<file path="src/rtl/card_spi_pkg.sv">
package card_spi_pkg;
  typedef enum logic [1:0] {MODE_UNSET, MODE_NATIVE, MODE_SPI} mode_e;
  typedef enum logic [2:0] {
    ST_CMD, ST_RD_TOK, ST_RD_DATA, ST_WR_TOK, ST_WR_DATA, ST_WR_CRC, ST_WR_BUSY
  } st_e;

  localparam logic [7:0] BYTE_IDLE  = 8'hFF;
  localparam logic [7:0] TOK_START  = 8'hFE;
  localparam logic [7:0] TOK_RD_ERR = 8'h02;
  localparam logic [7:0] TOK_WR_OK  = 8'h05;

  localparam logic [5:0] IDX_RESET  = 6'd0;
  localparam logic [5:0] IDX_INIT   = 6'd1;
  localparam logic [5:0] IDX_BLKLEN = 6'd16;
  localparam logic [5:0] IDX_READ   = 6'd17;
  localparam logic [5:0] IDX_WRITE  = 6'd24;

  localparam int ST_BIT_IDLE  = 0;
  localparam int ST_BIT_ILLEG = 2;
  localparam int ST_BIT_ADDR  = 5;
  localparam int ST_BIT_PARAM = 6;
endpackage

</file>
<file path="src/rtl/card_spi_phy.sv">
module card_spi_phy (
  input  logic       clk_i,
  input  logic       rst_ni,
  input  logic       sck_i,
  input  logic       cs_ni,
  input  logic       mosi_i,
  input  logic       active_i,
  input  logic [7:0] tx_byte_i,
  output logic       cs_low_o,
  output logic       byte_valid_o,
  output logic [7:0] rx_byte_o,
  output logic       miso_o
);
  logic [2:0] sck_s;
  logic [1:0] cs_s, mosi_s;
  logic       cs_d;
  logic [2:0] bit_cnt;
  logic [7:0] rx_q, tx_q;
  logic       sck_rise, sck_fall, cs_fall;

  always_ff @(posedge clk_i or negedge rst_ni) begin
    if (!rst_ni) begin
      sck_s  <= '0;
      cs_s   <= '0;
      mosi_s <= '1;
      cs_d   <= 1'b0;
    end else begin
      sck_s  <= {sck_s[1:0], sck_i};
      cs_s   <= {cs_s[0], ~cs_ni};
      mosi_s <= {mosi_s[0], mosi_i};
      cs_d   <= cs_s[1];
    end
  end

  assign sck_rise = sck_s[1] & ~sck_s[2];
  assign sck_fall = ~sck_s[1] & sck_s[2];
  assign cs_fall  = cs_s[1] & ~cs_d;

  always_ff @(posedge clk_i or negedge rst_ni) begin
    if (!rst_ni) begin
      bit_cnt      <= '0;
      rx_q         <= '0;
      tx_q         <= '1;
      byte_valid_o <= 1'b0;
    end else begin
      byte_valid_o <= 1'b0;
      if (cs_fall) begin
        bit_cnt <= '0;
        tx_q    <= '1;
      end else if (active_i) begin
        if (sck_rise) begin
          rx_q    <= {rx_q[6:0], mosi_s[1]};
          bit_cnt <= bit_cnt + 3'd1;
          if (bit_cnt == 3'd7) byte_valid_o <= 1'b1;
        end
        if (sck_fall) begin
          // byte boundary: next byte goes out whole
          if (bit_cnt == 3'd0) tx_q <= tx_byte_i;
          else                 tx_q <= {tx_q[6:0], 1'b1};
        end
      end
    end
  end

  assign cs_low_o  = cs_s[1];
  assign rx_byte_o = rx_q;
  assign miso_o    = tx_q[7];


  byte_pulse_chk: assert property (@(posedge clk_i) disable iff (!rst_ni)
    byte_valid_o |=> !byte_valid_o);

  sel_idle_chk: assert property (@(posedge clk_i) disable iff (!rst_ni)
    cs_fall |=> miso_o);
endmodule

</file>
<file path="src/rtl/card_spi_ctrl.sv">
module card_spi_ctrl
  import card_spi_pkg::*;
#(
  parameter int SECTOR_BYTES = 8,
  parameter int MEM_BYTES    = 64,
  parameter int BUSY_BYTES   = 2,
  parameter bit PARTIAL_EN   = 1'b1,
  localparam int AW = $clog2(MEM_BYTES),
  localparam int CW = $clog2(((SECTOR_BYTES > BUSY_BYTES) ? SECTOR_BYTES : BUSY_BYTES) + 1)
) (
  input  logic          clk_i,
  input  logic          rst_ni,
  input  logic          cs_low_i,
  input  logic          byte_valid_i,
  input  logic [7:0]    rx_byte_i,
  output logic [7:0]    tx_byte_o,
  output mode_e         mode_o,
  output logic          mem_rd_o,
  output logic          mem_we_o,
  output logic [AW-1:0] mem_addr_o,
  output logic [7:0]    mem_wdata_o,
  input  logic [7:0]    mem_rdata_i,
  input  logic          mem_err_i
);
  localparam logic [CW-1:0] ONE = CW'(1);

  mode_e          mode_q;
  st_e            st_q;
  logic [2:0]     fcnt_q;
  logic [5:0]     idx_q;
  logic [31:0]    arg_q;
  logic           cs_all_q, idle_q;
  logic [CW-1:0]  blk_len_q, cnt_q;
  logic [AW-1:0]  base_q, addr_q;
  logic [7:0]     tx_q, rd_buf_q, wdata_q;
  logic           rd_pend_q, rd_err_q, mem_rd_q, mem_we_q;

  logic           abort, frame_done, range_bad, len_ok;
  logic           do_rd, do_wr, set_len, clr_idle;
  logic [7:0]     r1_c;

  assign abort      = (mode_q == MODE_SPI) && !cs_low_i;
  assign frame_done = byte_valid_i && !abort && st_q == ST_CMD && fcnt_q == 3'd5;

  assign range_bad = ({1'b0, arg_q} + {{(33-CW){1'b0}}, blk_len_q}) > 33'(MEM_BYTES);
  assign len_ok    = (arg_q != 32'd0) && (arg_q <= 32'(SECTOR_BYTES)) &&
                     (PARTIAL_EN || arg_q == 32'(SECTOR_BYTES));

  always_comb begin
    r1_c = '0; do_rd = 1'b0; do_wr = 1'b0; set_len = 1'b0; clr_idle = 1'b0;
    case (idx_q)
      IDX_RESET:  ;
      IDX_INIT:   clr_idle = 1'b1;
      IDX_BLKLEN: if (len_ok) set_len = 1'b1; else r1_c[ST_BIT_PARAM] = 1'b1;
      IDX_READ:   if (range_bad) r1_c[ST_BIT_ADDR] = 1'b1; else do_rd = 1'b1;
      IDX_WRITE:  if (range_bad) r1_c[ST_BIT_ADDR] = 1'b1; else do_wr = 1'b1;
      default:    r1_c[ST_BIT_ILLEG] = 1'b1;
    endcase
    r1_c[ST_BIT_IDLE] = (idx_q == IDX_RESET) ? 1'b1 : (clr_idle ? 1'b0 : idle_q);
  end

  always_ff @(posedge clk_i or negedge rst_ni) begin
    if (!rst_ni) begin
      mode_q <= MODE_UNSET;  st_q <= ST_CMD;   fcnt_q <= '0;
      idx_q <= '0;           arg_q <= '0;      cs_all_q <= 1'b0;
      idle_q <= 1'b1;        blk_len_q <= CW'(SECTOR_BYTES);
      cnt_q <= '0;           base_q <= '0;     addr_q <= '0;
      tx_q <= BYTE_IDLE;     rd_buf_q <= '0;   wdata_q <= '0;
      rd_pend_q <= 1'b0;     rd_err_q <= 1'b0;
      mem_rd_q <= 1'b0;      mem_we_q <= 1'b0;
    end else begin
      mem_rd_q  <= 1'b0;
      mem_we_q  <= 1'b0;
      rd_pend_q <= mem_rd_q;
      if (rd_pend_q) begin
        rd_buf_q <= mem_rdata_i;
        rd_err_q <= mem_err_i;
      end
      if (fcnt_q != 3'd0) cs_all_q <= cs_all_q & cs_low_i;
      if (abort) begin
        st_q   <= ST_CMD;
        fcnt_q <= '0;
      end else if (byte_valid_i) begin
        tx_q <= BYTE_IDLE;
        case (st_q)
          ST_CMD: begin
            if (fcnt_q == 3'd0) begin
              if (rx_byte_i[7:6] == 2'b01) begin
                idx_q    <= rx_byte_i[5:0];
                fcnt_q   <= 3'd1;
                cs_all_q <= cs_low_i;
              end
            end else if (fcnt_q != 3'd5) begin
              arg_q  <= {arg_q[23:0], rx_byte_i};
              fcnt_q <= fcnt_q + 3'd1;
            end else begin
              fcnt_q <= '0;
              if (mode_q == MODE_UNSET && idx_q == IDX_RESET) begin
                if (cs_all_q) begin
                  mode_q <= MODE_SPI;
                  idle_q <= 1'b1;
                  tx_q   <= r1_c;
                end else begin
                  mode_q <= MODE_NATIVE;
                end
              end else if (mode_q == MODE_SPI) begin
                tx_q <= r1_c;
                if (idx_q == IDX_RESET) idle_q <= 1'b1;
                if (clr_idle) idle_q <= 1'b0;
                if (set_len) blk_len_q <= CW'(arg_q);
                if (do_rd || do_wr) begin
                  base_q <= arg_q[AW-1:0];
                  cnt_q  <= '0;
                end
                if (do_rd) begin
                  addr_q   <= arg_q[AW-1:0];
                  mem_rd_q <= 1'b1;
                  st_q     <= ST_RD_TOK;
                end
                if (do_wr) st_q <= ST_WR_TOK;
              end
            end
          end
          ST_RD_TOK: begin
            if (rd_err_q) begin
              tx_q <= TOK_RD_ERR;
              st_q <= ST_CMD;
            end else begin
              tx_q <= TOK_START;
              st_q <= ST_RD_DATA;
            end
          end
          ST_RD_DATA: begin
            tx_q <= rd_buf_q;
            if (cnt_q + ONE == blk_len_q) begin
              st_q <= ST_CMD;
            end else begin
              cnt_q    <= cnt_q + ONE;
              addr_q   <= base_q + AW'(cnt_q + ONE);
              mem_rd_q <= 1'b1;
            end
          end
          ST_WR_TOK: if (rx_byte_i == TOK_START) st_q <= ST_WR_DATA;
          ST_WR_DATA: begin
            mem_we_q <= 1'b1;
            addr_q   <= base_q + AW'(cnt_q);
            wdata_q  <= rx_byte_i;
            if (cnt_q + ONE == blk_len_q) begin
              st_q  <= ST_WR_CRC;
              cnt_q <= '0;
            end else begin
              cnt_q <= cnt_q + ONE;
            end
          end
          ST_WR_CRC: begin
            if (cnt_q == ONE) begin
              tx_q  <= TOK_WR_OK;
              st_q  <= ST_WR_BUSY;
              cnt_q <= '0;
            end else begin
              cnt_q <= cnt_q + ONE;
            end
          end
          ST_WR_BUSY: begin
            if (cnt_q == CW'(BUSY_BYTES)) begin
              st_q <= ST_CMD;
            end else begin
              tx_q  <= 8'h00;
              cnt_q <= cnt_q + ONE;
            end
          end
          default: st_q <= ST_CMD;
        endcase
      end
    end
  end

  assign tx_byte_o   = tx_q;
  assign mode_o      = mode_q;
  assign mem_rd_o    = mem_rd_q;
  assign mem_we_o    = mem_we_q;
  assign mem_addr_o  = addr_q;
  assign mem_wdata_o = wdata_q;


  mode_lock_chk: assert property (@(posedge clk_i) disable iff (!rst_ni)
    (mode_q != MODE_UNSET) |=> (mode_q == $past(mode_q)));

  r1_msb_chk: assert property (@(posedge clk_i) disable iff (!rst_ni)
    (frame_done && mode_q == MODE_SPI) |=> !tx_q[7]);

  native_quiet_chk: assert property (@(posedge clk_i) disable iff (!rst_ni)
    (mode_q != MODE_SPI) |-> !(mem_rd_q || mem_we_q));

  mem_excl_chk: assert property (@(posedge clk_i) disable iff (!rst_ni)
    !(mem_rd_q && mem_we_q));
endmodule

</file>
<file path="src/rtl/card_spi_frontend.sv">
module card_spi_frontend
  import card_spi_pkg::*;
#(
  parameter int SECTOR_BYTES = 8,
  parameter int MEM_BYTES    = 64,
  parameter int BUSY_BYTES   = 2,
  parameter bit PARTIAL_EN   = 1'b1,
  localparam int AW = $clog2(MEM_BYTES)
) (
  input  logic          clk_i,
  input  logic          rst_ni,
  input  logic          sck_i,
  input  logic          cs_ni,
  input  logic          mosi_i,
  output logic          miso_o,
  output logic          spi_mode_o,
  output logic          native_mode_o,
  output logic          mem_rd_o,
  output logic          mem_we_o,
  output logic [AW-1:0] mem_addr_o,
  output logic [7:0]    mem_wdata_o,
  input  logic [7:0]    mem_rdata_i,
  input  logic          mem_err_i
);
  mode_e      mode;
  logic       cs_low, byte_valid, phy_miso, active;
  logic [7:0] rx_byte, tx_byte;

  // undecided: listen whatever CS does; SPI: only while selected
  assign active = (mode == MODE_UNSET) || (mode == MODE_SPI && cs_low);

  card_spi_phy u_phy (
    .clk_i        (clk_i),
    .rst_ni       (rst_ni),
    .sck_i        (sck_i),
    .cs_ni        (cs_ni),
    .mosi_i       (mosi_i),
    .active_i     (active),
    .tx_byte_i    (tx_byte),
    .cs_low_o     (cs_low),
    .byte_valid_o (byte_valid),
    .rx_byte_o    (rx_byte),
    .miso_o       (phy_miso)
  );

  card_spi_ctrl #(
    .SECTOR_BYTES (SECTOR_BYTES),
    .MEM_BYTES    (MEM_BYTES),
    .BUSY_BYTES   (BUSY_BYTES),
    .PARTIAL_EN   (PARTIAL_EN)
  ) u_ctrl (
    .clk_i        (clk_i),
    .rst_ni       (rst_ni),
    .cs_low_i     (cs_low),
    .byte_valid_i (byte_valid),
    .rx_byte_i    (rx_byte),
    .tx_byte_o    (tx_byte),
    .mode_o       (mode),
    .mem_rd_o     (mem_rd_o),
    .mem_we_o     (mem_we_o),
    .mem_addr_o   (mem_addr_o),
    .mem_wdata_o  (mem_wdata_o),
    .mem_rdata_i  (mem_rdata_i),
    .mem_err_i    (mem_err_i)
  );

  assign miso_o        = (mode == MODE_SPI && cs_low) ? phy_miso : 1'b1;
  assign spi_mode_o    = (mode == MODE_SPI);
  assign native_mode_o = (mode == MODE_NATIVE);


  reset_quiet_chk: assert property (@(posedge clk_i) disable iff (!rst_ni)
    !spi_mode_o |-> miso_o);
endmodule

</file>
<file path="config.mk">
export PLATFORM = sky130hd
export DESIGN_NAME = card_spi_frontend
export DESIGN_NICKNAME = d
export VERILOG_FILES = /design/src/rtl/card_spi_pkg.sv /design/src/rtl/card_spi_phy.sv /design/src/rtl/card_spi_ctrl.sv /design/src/rtl/card_spi_frontend.sv
export SDC_FILE = /design/constraint.sdc
export NUM_CORES = 1
export LEC_CHECK = 0
export ABC_AREA = 1
export BUFFER_PORTS_ARGS = -buffer_cell sky130_fd_sc_hd__buf_2
export CAP_MARGIN = 10
export CORE_MARGIN = 1.5
export CORE_UTILIZATION = 29
export CTS_BUF_LIST = sky130_fd_sc_hd__clkbuf_16
export DETAILED_ROUTE_END_ITERATION = 8
export HOLD_SLACK_MARGIN = 0.15
export SYNTH_ARGS = -nofsm -noshare
export SYNTH_HDL_FRONTEND = slang
export SYNTH_HIERARCHICAL = 1
export SYNTH_SLANG_ARGS = --single-unit
export TNS_END_PERCENT = 5
</file>
<file path="constraint.sdc">
create_clock -name clk_i -period 5.9 [get_ports clk_i]
set_input_delay 1.18 -clock clk_i [delete_from_list [all_inputs] [get_ports clk_i]]
set_output_delay 1.18 -clock clk_i [all_outputs]
set_load 0.005 [all_outputs]
</file>
==> metrics.csv, run 1 <==
metric,value,unit
gr-usage-all-layers,0.147,
pre_cts_slack,2.70,ns
gp_congestion,0.915,
status,"finished, final reports clean",
setup_violations,0,
std_cell_rows,57,
dieArea,26100,µm²
fin_nets,1032,
die_h,162,µm
fin_crit_sh,0.544,
cts-buffers-inserted,17,
fin_skew,0.0121,ns
fp.coreArea,24500,µm²
muxShareOfSynthArea,0.0108,
hold_viol,0,
synth-seq-area-share,0.429,
insertion_delay,0.42,ns
cts_hold_buf,0,
fin_hold_ws,0.352,ns
synthAdderAreaFrac,0.0340,
worst_slack,2.69,ns
vdd_drop_max,0.212,mV
crit_type,register to register,
grt_setup_unrepaired,false,
htreeDepth,4,
async_flop_share,1.00,
ys_seq_elements,124,
cts_resized,0,
synth-compound-area-share,0.109,
slew_headroom,0.280,
synth_cells,965,
clock_path_buffers,2,
worstPathRequired,6.19,ns
leakage,3.95,nW
grt_max_degree,78,
fin_crit,3.21,ns
slowest_stage,dfrtp_1,
endpoint_kind,register,
synth_edf_count,0,
drt_iter0_markers,489,
critPathArrivalTime,3.50,ns
antenna_cells,0,
max_stage_delay,0.44,ns
syn_area_per_cell,7.56,µm²
synth_top_family_by_area,simple AND/OR/NAND/NOR gates,
maxCapViolCount,0,
clk_pin_slew,0.06,ns
synth_most_common_cell,nand2_1,
drt_wl_total,18200,µm
cts_tree,built,
synth_top_area_cell,dfrtp_1,
num_vias,6319,
synth-simple-area-share,0.312,
synth_area,7290,µm²
antenna_found_initial,0,
drv_slew,0,
grt_pass1_wl,30800,µm
drive_gt1_frac,0.158,
drtPass1Iterations,5,
synth-main-ff-cell,dfrtp_1,
cts-root-buf,clkbuf_16,
initial_core_util,0.297,
synth_cell_type_count,40,
post_cts.repair.setup_buffers,0,
synth_common_cells,"nand2_1 (245), inv_1 (125), dfrtp_1 (104)",
viasPerCell,4.73,
grt_pass1_vias,6026,
synth_top_area_frac,0.357,
cpMostUsedCell,nand2_1,
synth_fp_nets,997,
io_pins,33,
drcViolationCount,0,
tightestPinTransition,1.08,ns
dpl_cell_area,7780,µm²
io_buffers,32,
path_cells,ha_1 > fa_1 > or2_2 > a21oi_1 > nand3_1 > a21oi_1 > nand2_1 > nand2_1 > nand3_1 > nor2_4 > nand3_2 > inv_2 > nand2_1 > nand2_1 > o21ai_2,
critical_path_buf_inv_count,1,
cpLargestDelayFamily,simple AND/OR/NAND/NOR gates,
wl_per_cell,13.6,µm
drtAntennaViolNets,0,
clock_sinks,124,
fin_tns_setup,0,ns
dp_hpwl,13400,µm
fmax,0.311,GHz
final_area,8390,µm²
die-width,162,µm
synthTopCellsByArea,"dfrtp_1 (36%), nand2_1 (13%), dfstp_2 (7.2%)",
yosysWarnings,6,
hold_class,register to register,
overflow,0,
cp_max_fo,11,
synth_xor_area_frac,0.0216,
power.density,250,nW/µm²
start_kind,register,
area_growth,15.1,%
==> layout make-up <==
cell class	count	area [µm²]
Tap cell	324	405
Inverter	138	518
Fill cell	2625	16100
Multi-Input combinational cell	685	3550
Clock inverter	15	183
Timing Repair Buffer	34	178
Clock buffer	17	425
Sequential cell	124	3130
==> path summary, 6_finish.rpt <==
path | startpoint | endpoint | slack, ns | cells past startpoint
max | u_ctrl/arg_q[0] | u_ctrl/base_q[2] | 2.69 | 15
min | u_phy/cs_s[0] | u_phy/cs_s[1] | 0.35 | 0
max reg2reg | u_ctrl/arg_q[0] | u_ctrl/base_q[2] | 2.69 | 15
min reg2reg | u_phy/cs_s[0] | u_phy/cs_s[1] | 0.35 | 0
max in group asynchronous | rst_ni | u_ctrl/idx_q[3] | 3.75 | 2
min in group asynchronous | rst_ni | u_ctrl/arg_q[23] | 0.92 | 1
==> where the power goes <==
group | total, mW | internal, mW | switching [mW]
combinational | 0.104 | 0.0313 | 0.0729
clock | 1.08 | 0.699 | 0.386
sequential | 0.908 | 0.887 | 0.0204
total | 2.10 | 1.62 | 0.479
==> routing by layer <==
| layer | global-route usage | share of wire | vias up |
|---|---|---|---|
| li1 | - | - | 3190 |
| met1 | 0.206 | 0.49 | 2966 |
| met2 | 0.231 | 0.46 | 144 |
| met3 | 0.0236 | 0.038 | 19 |
| met4 | 0.0484 | 0.014 | 0 |
| met5 | 0 | 0 | - |
==> state kept, by name (all words and copies together), names as in the netlist, 4 cells and up <==
register / cells
u_ctrl/cnt_q: 4
u_ctrl/mem_wdata_o: 8
u_ctrl/idx_q: 6
u_ctrl/rd_buf_q: 8
u_ctrl/base_q: 6
u_phy/rx_byte_o: 8
u_phy/tx_q: 8
u_ctrl/arg_q: 32
u_ctrl/blk_len_q: 4
u_ctrl/tx_byte_o: 8
u_ctrl/mem_addr_o: 6
==> layout by cell type (no fill, tap or decap), types with 9 or more instances in the layout <==
master,Yosys,final
nand2_1,245,245
nor4_1,10,10
o21ai_0,59,59
nor2_4,9,9
inv_2,11,11
nand3_1,70,69
nor3_1,14,14
dfrtp_1,104,104
o21ai_2,11,11
clkbuf_16,0,17
ha_1,15,15
nor2_1,93,93
buf_2,3,31
nand3_2,8,9
dfstp_2,20,20
inv_1,125,129
nand2_2,17,17
xor2_1,18,18
a21oi_1,50,50
nand4_1,16,16
==> cell families after synthesis <==
group | Yosys count
DFF | 124
buffers and inverters | 156
muxes | 7
AOI/OAI and AO/OA | 142
xor gates and xnor gates | 18
and+or+nand+nor | 500
adders and majority gates | 18
==> through the flow <==
step	total power, mW	cells	utilization
2_1_floorplan	0.982	965	-
3_3_place_gp	1.03	1305	0.317
3_5_place_dp	1.03	1305	0.317
4_1_cts	2.12	1337	0.342
5_1_grt	2.18	1337	0.342
6_report	2.10	1337	0.342
No activity file was read; power rests on OpenSTA's default activity.
==> inputs of run 2 (changes only) <==
Clock period 5.9 ns to 3.3 ns, I/O delays scaled along.
==> run 2 against run 1 <==
  * Clock skew is 0.0039 ns lower
  * Core utilization rose by 0.061 points
  * Combinational power rose by 82%
  * Die area unchanged
  * Global-route usage rose by 0.14 points
  * First-iteration DRC count is 4.1% higher
  * Wire length grew 0.60%
  * Highest routed layer unchanged
==> metrics.csv, run 2 (synthesis results as in run 1) <==
metric,value,unit
reg2reg_slack,0.34,ns
insertion_delay,0.42,ns
drtPass1Iterations,5,
grt_pass1_wl,30900,µm
n_fill_cell,2628,
viasPerCell,4.76,
power,3.64,mW
clock_path_buffers,2,
gp_congestion,0.897,
start_kind,register,
status,"finished, final reports clean",
io_pins,33,
drt_wl_total,18300,µm
drive_gt1_frac,0.165,
worstPathRequired,3.59,ns
final_cell_mix,"nand2_1 (244), inv_1 (125), dfrtp_1 (104), nor2_1 (93), nand3_1 (69)",
htreeDepth,4,
crit_type,register to register,
grt_setup_unrepaired,false,
overflow,0,
drtAntennaViolNets,0,
maxCapViolCount,0,
cts-root-buf,clkbuf_16,
largest_register_ffs,32,
slowest_stage,fa_1,
slew_headroom,0.439,
fin_tns_setup,0,ns
initial_core_util,0.297,
io_buffers,32,
clk_pin_slew,0.06,ns
die-width,162,µm
grt_pass1_vias,6073,
drcViolationCount,0,
tightestPinTransition,0.839,ns
dieArea,26100,µm²
area_growth,15.3,%
hold_viol,0,
die_h,162,µm
final_common_cell,nand2_1,
top_register,u_ctrl/arg_q,
cpMostUsedCell,nand2_1,
fmax,0.338,GHz
fin_skew,0.00817,ns
hold_class,input pin to async pin,
antenna_found_initial,0,
grt_max_degree,65,
fin_crit_sh,0.897,
post_cts.repair.setup_buffers,0,
cts_tree,built,
vdd_drop_max,0.348,mV
leakage,3.97,nW
path_cells,ha_1 > fa_1 > nand2_1 > nand2_1 > nand2_1 > nor2_2 > nand2_1 > nor2_1 > nor2_1 > nand2_1 > nor2_1 > nand2_1 > nor2_4 > nand3_1 > nand2_1 > nand2_4 > nand2_1 > o21ai_2,
num_vias,6382,
endpoint_kind,register,
drv_slew,0,
cp_max_fo,12,
std_cell_rows,57,
fin_crit,2.96,ns
power.density,433,nW/µm²
critPathArrivalTime,3.25,ns
wl_per_cell,13.7,µm
cts-buffers-inserted,17,
setup_violations,0,
gr-usage-all-layers,0.149,
drt_iter0_markers,509,
dp_hpwl,13600,µm
fp.coreArea,24500,µm²
clock_sinks,124,
max_stage_delay,0.44,ns
antenna_cells,0,
fin_nets,1036,
run 2: cell types whose count changed in the layout (fill, tap and decap cells not counted), sizes merged:
cell / delta
clkinv: +5
inv: -3
buf: +4
bufinv: -2
run 2: repair_timing:
item / in CTS / in global routing
setup endpoints to repair: 0 / 7
resized for setup: 0 / 2
hold buffers: 0 / 0
endpoints found under the hold margin: 0 / 0
run 2: area by class of cell:
type	count	area, µm²	area share
multi-input cells	685	3560	0.424
flip-flops and latches	124	3130	0.372
inverters	138	518	0.0616
clock buffers	17	425	0.0506
well taps	324	405	0.0482
repair buffers	38	220	0.0262
clock inverters	15	148	0.0176
run 2: layer usage:
layer | wire (µm) | track usage | vias up | part of all wire
met4 | 446 | 0.0614 | 0 | 0.024
met2 | 8250 | 0.231 | 163 | 0.45
met5 | 0 | 0 | - | 0
met1 | 8780 | 0.203 | 2983 | 0.48
li1 | - | - | 3207 | -
met3 | 838 | 0.0280 | 29 | 0.046
run 2: where the power goes:
group	leakage (nW)	internal, mW	total (mW)	switching (mW)
Clock	0.281	1.11	1.83	0.723
Sequential	1.62	1.59	1.62	0.0361
Combinational	2.06	0.0585	0.189	0.130
Total	3.97	2.75	3.64	0.890
run 2: worst max-delay path, delay by kind of cell (launching register included):
kind	cells	cell delay, ns
adders and majority gates	2	0.72
and+or+nand+nor	15	1.64
AOI/OAI and AO/OA	1	0.05
DFF	1	0.42
run 2: stage by stage:
step / hold WS [ns] / setup WS (ns) / instance area (µm²) / std cells / utilization
finish: 0.232 / 0.339 / 8410 / 1341 / 0.343
global route: 0.289 / 0.0733 / 8410 / 1341 / 0.343
CTS: 0.252 / 0.270 / 8400 / 1341 / 0.342
detailed placement: 0.338 / 0.318 / 7830 / 1309 / 0.319
global placement: 0.333 / 0.423 / 7830 / 1309 / 0.319
floorplan: 0.331 / 0.720 / 7290 / 965 / -
run 2: path summary, 6_finish.rpt:
check / startpoint / end / cells past startpoint
worst max-delay path: u_ctrl/arg_q[0] / u_ctrl/mem_addr_o[0] / 18
worst min-delay path: rst_ni / u_ctrl/mem_we_o / 1
worst max register to register: u_ctrl/arg_q[0] / u_ctrl/mem_addr_o[0] / 18
worst min register to register: u_phy/sck_s[0] / u_phy/sck_s[1] / 0
max in group asynchronous: rst_ni / u_ctrl/tx_byte_o[5] / 2
min in group clk_i: mosi_i / u_phy/mosi_s[0] / 1
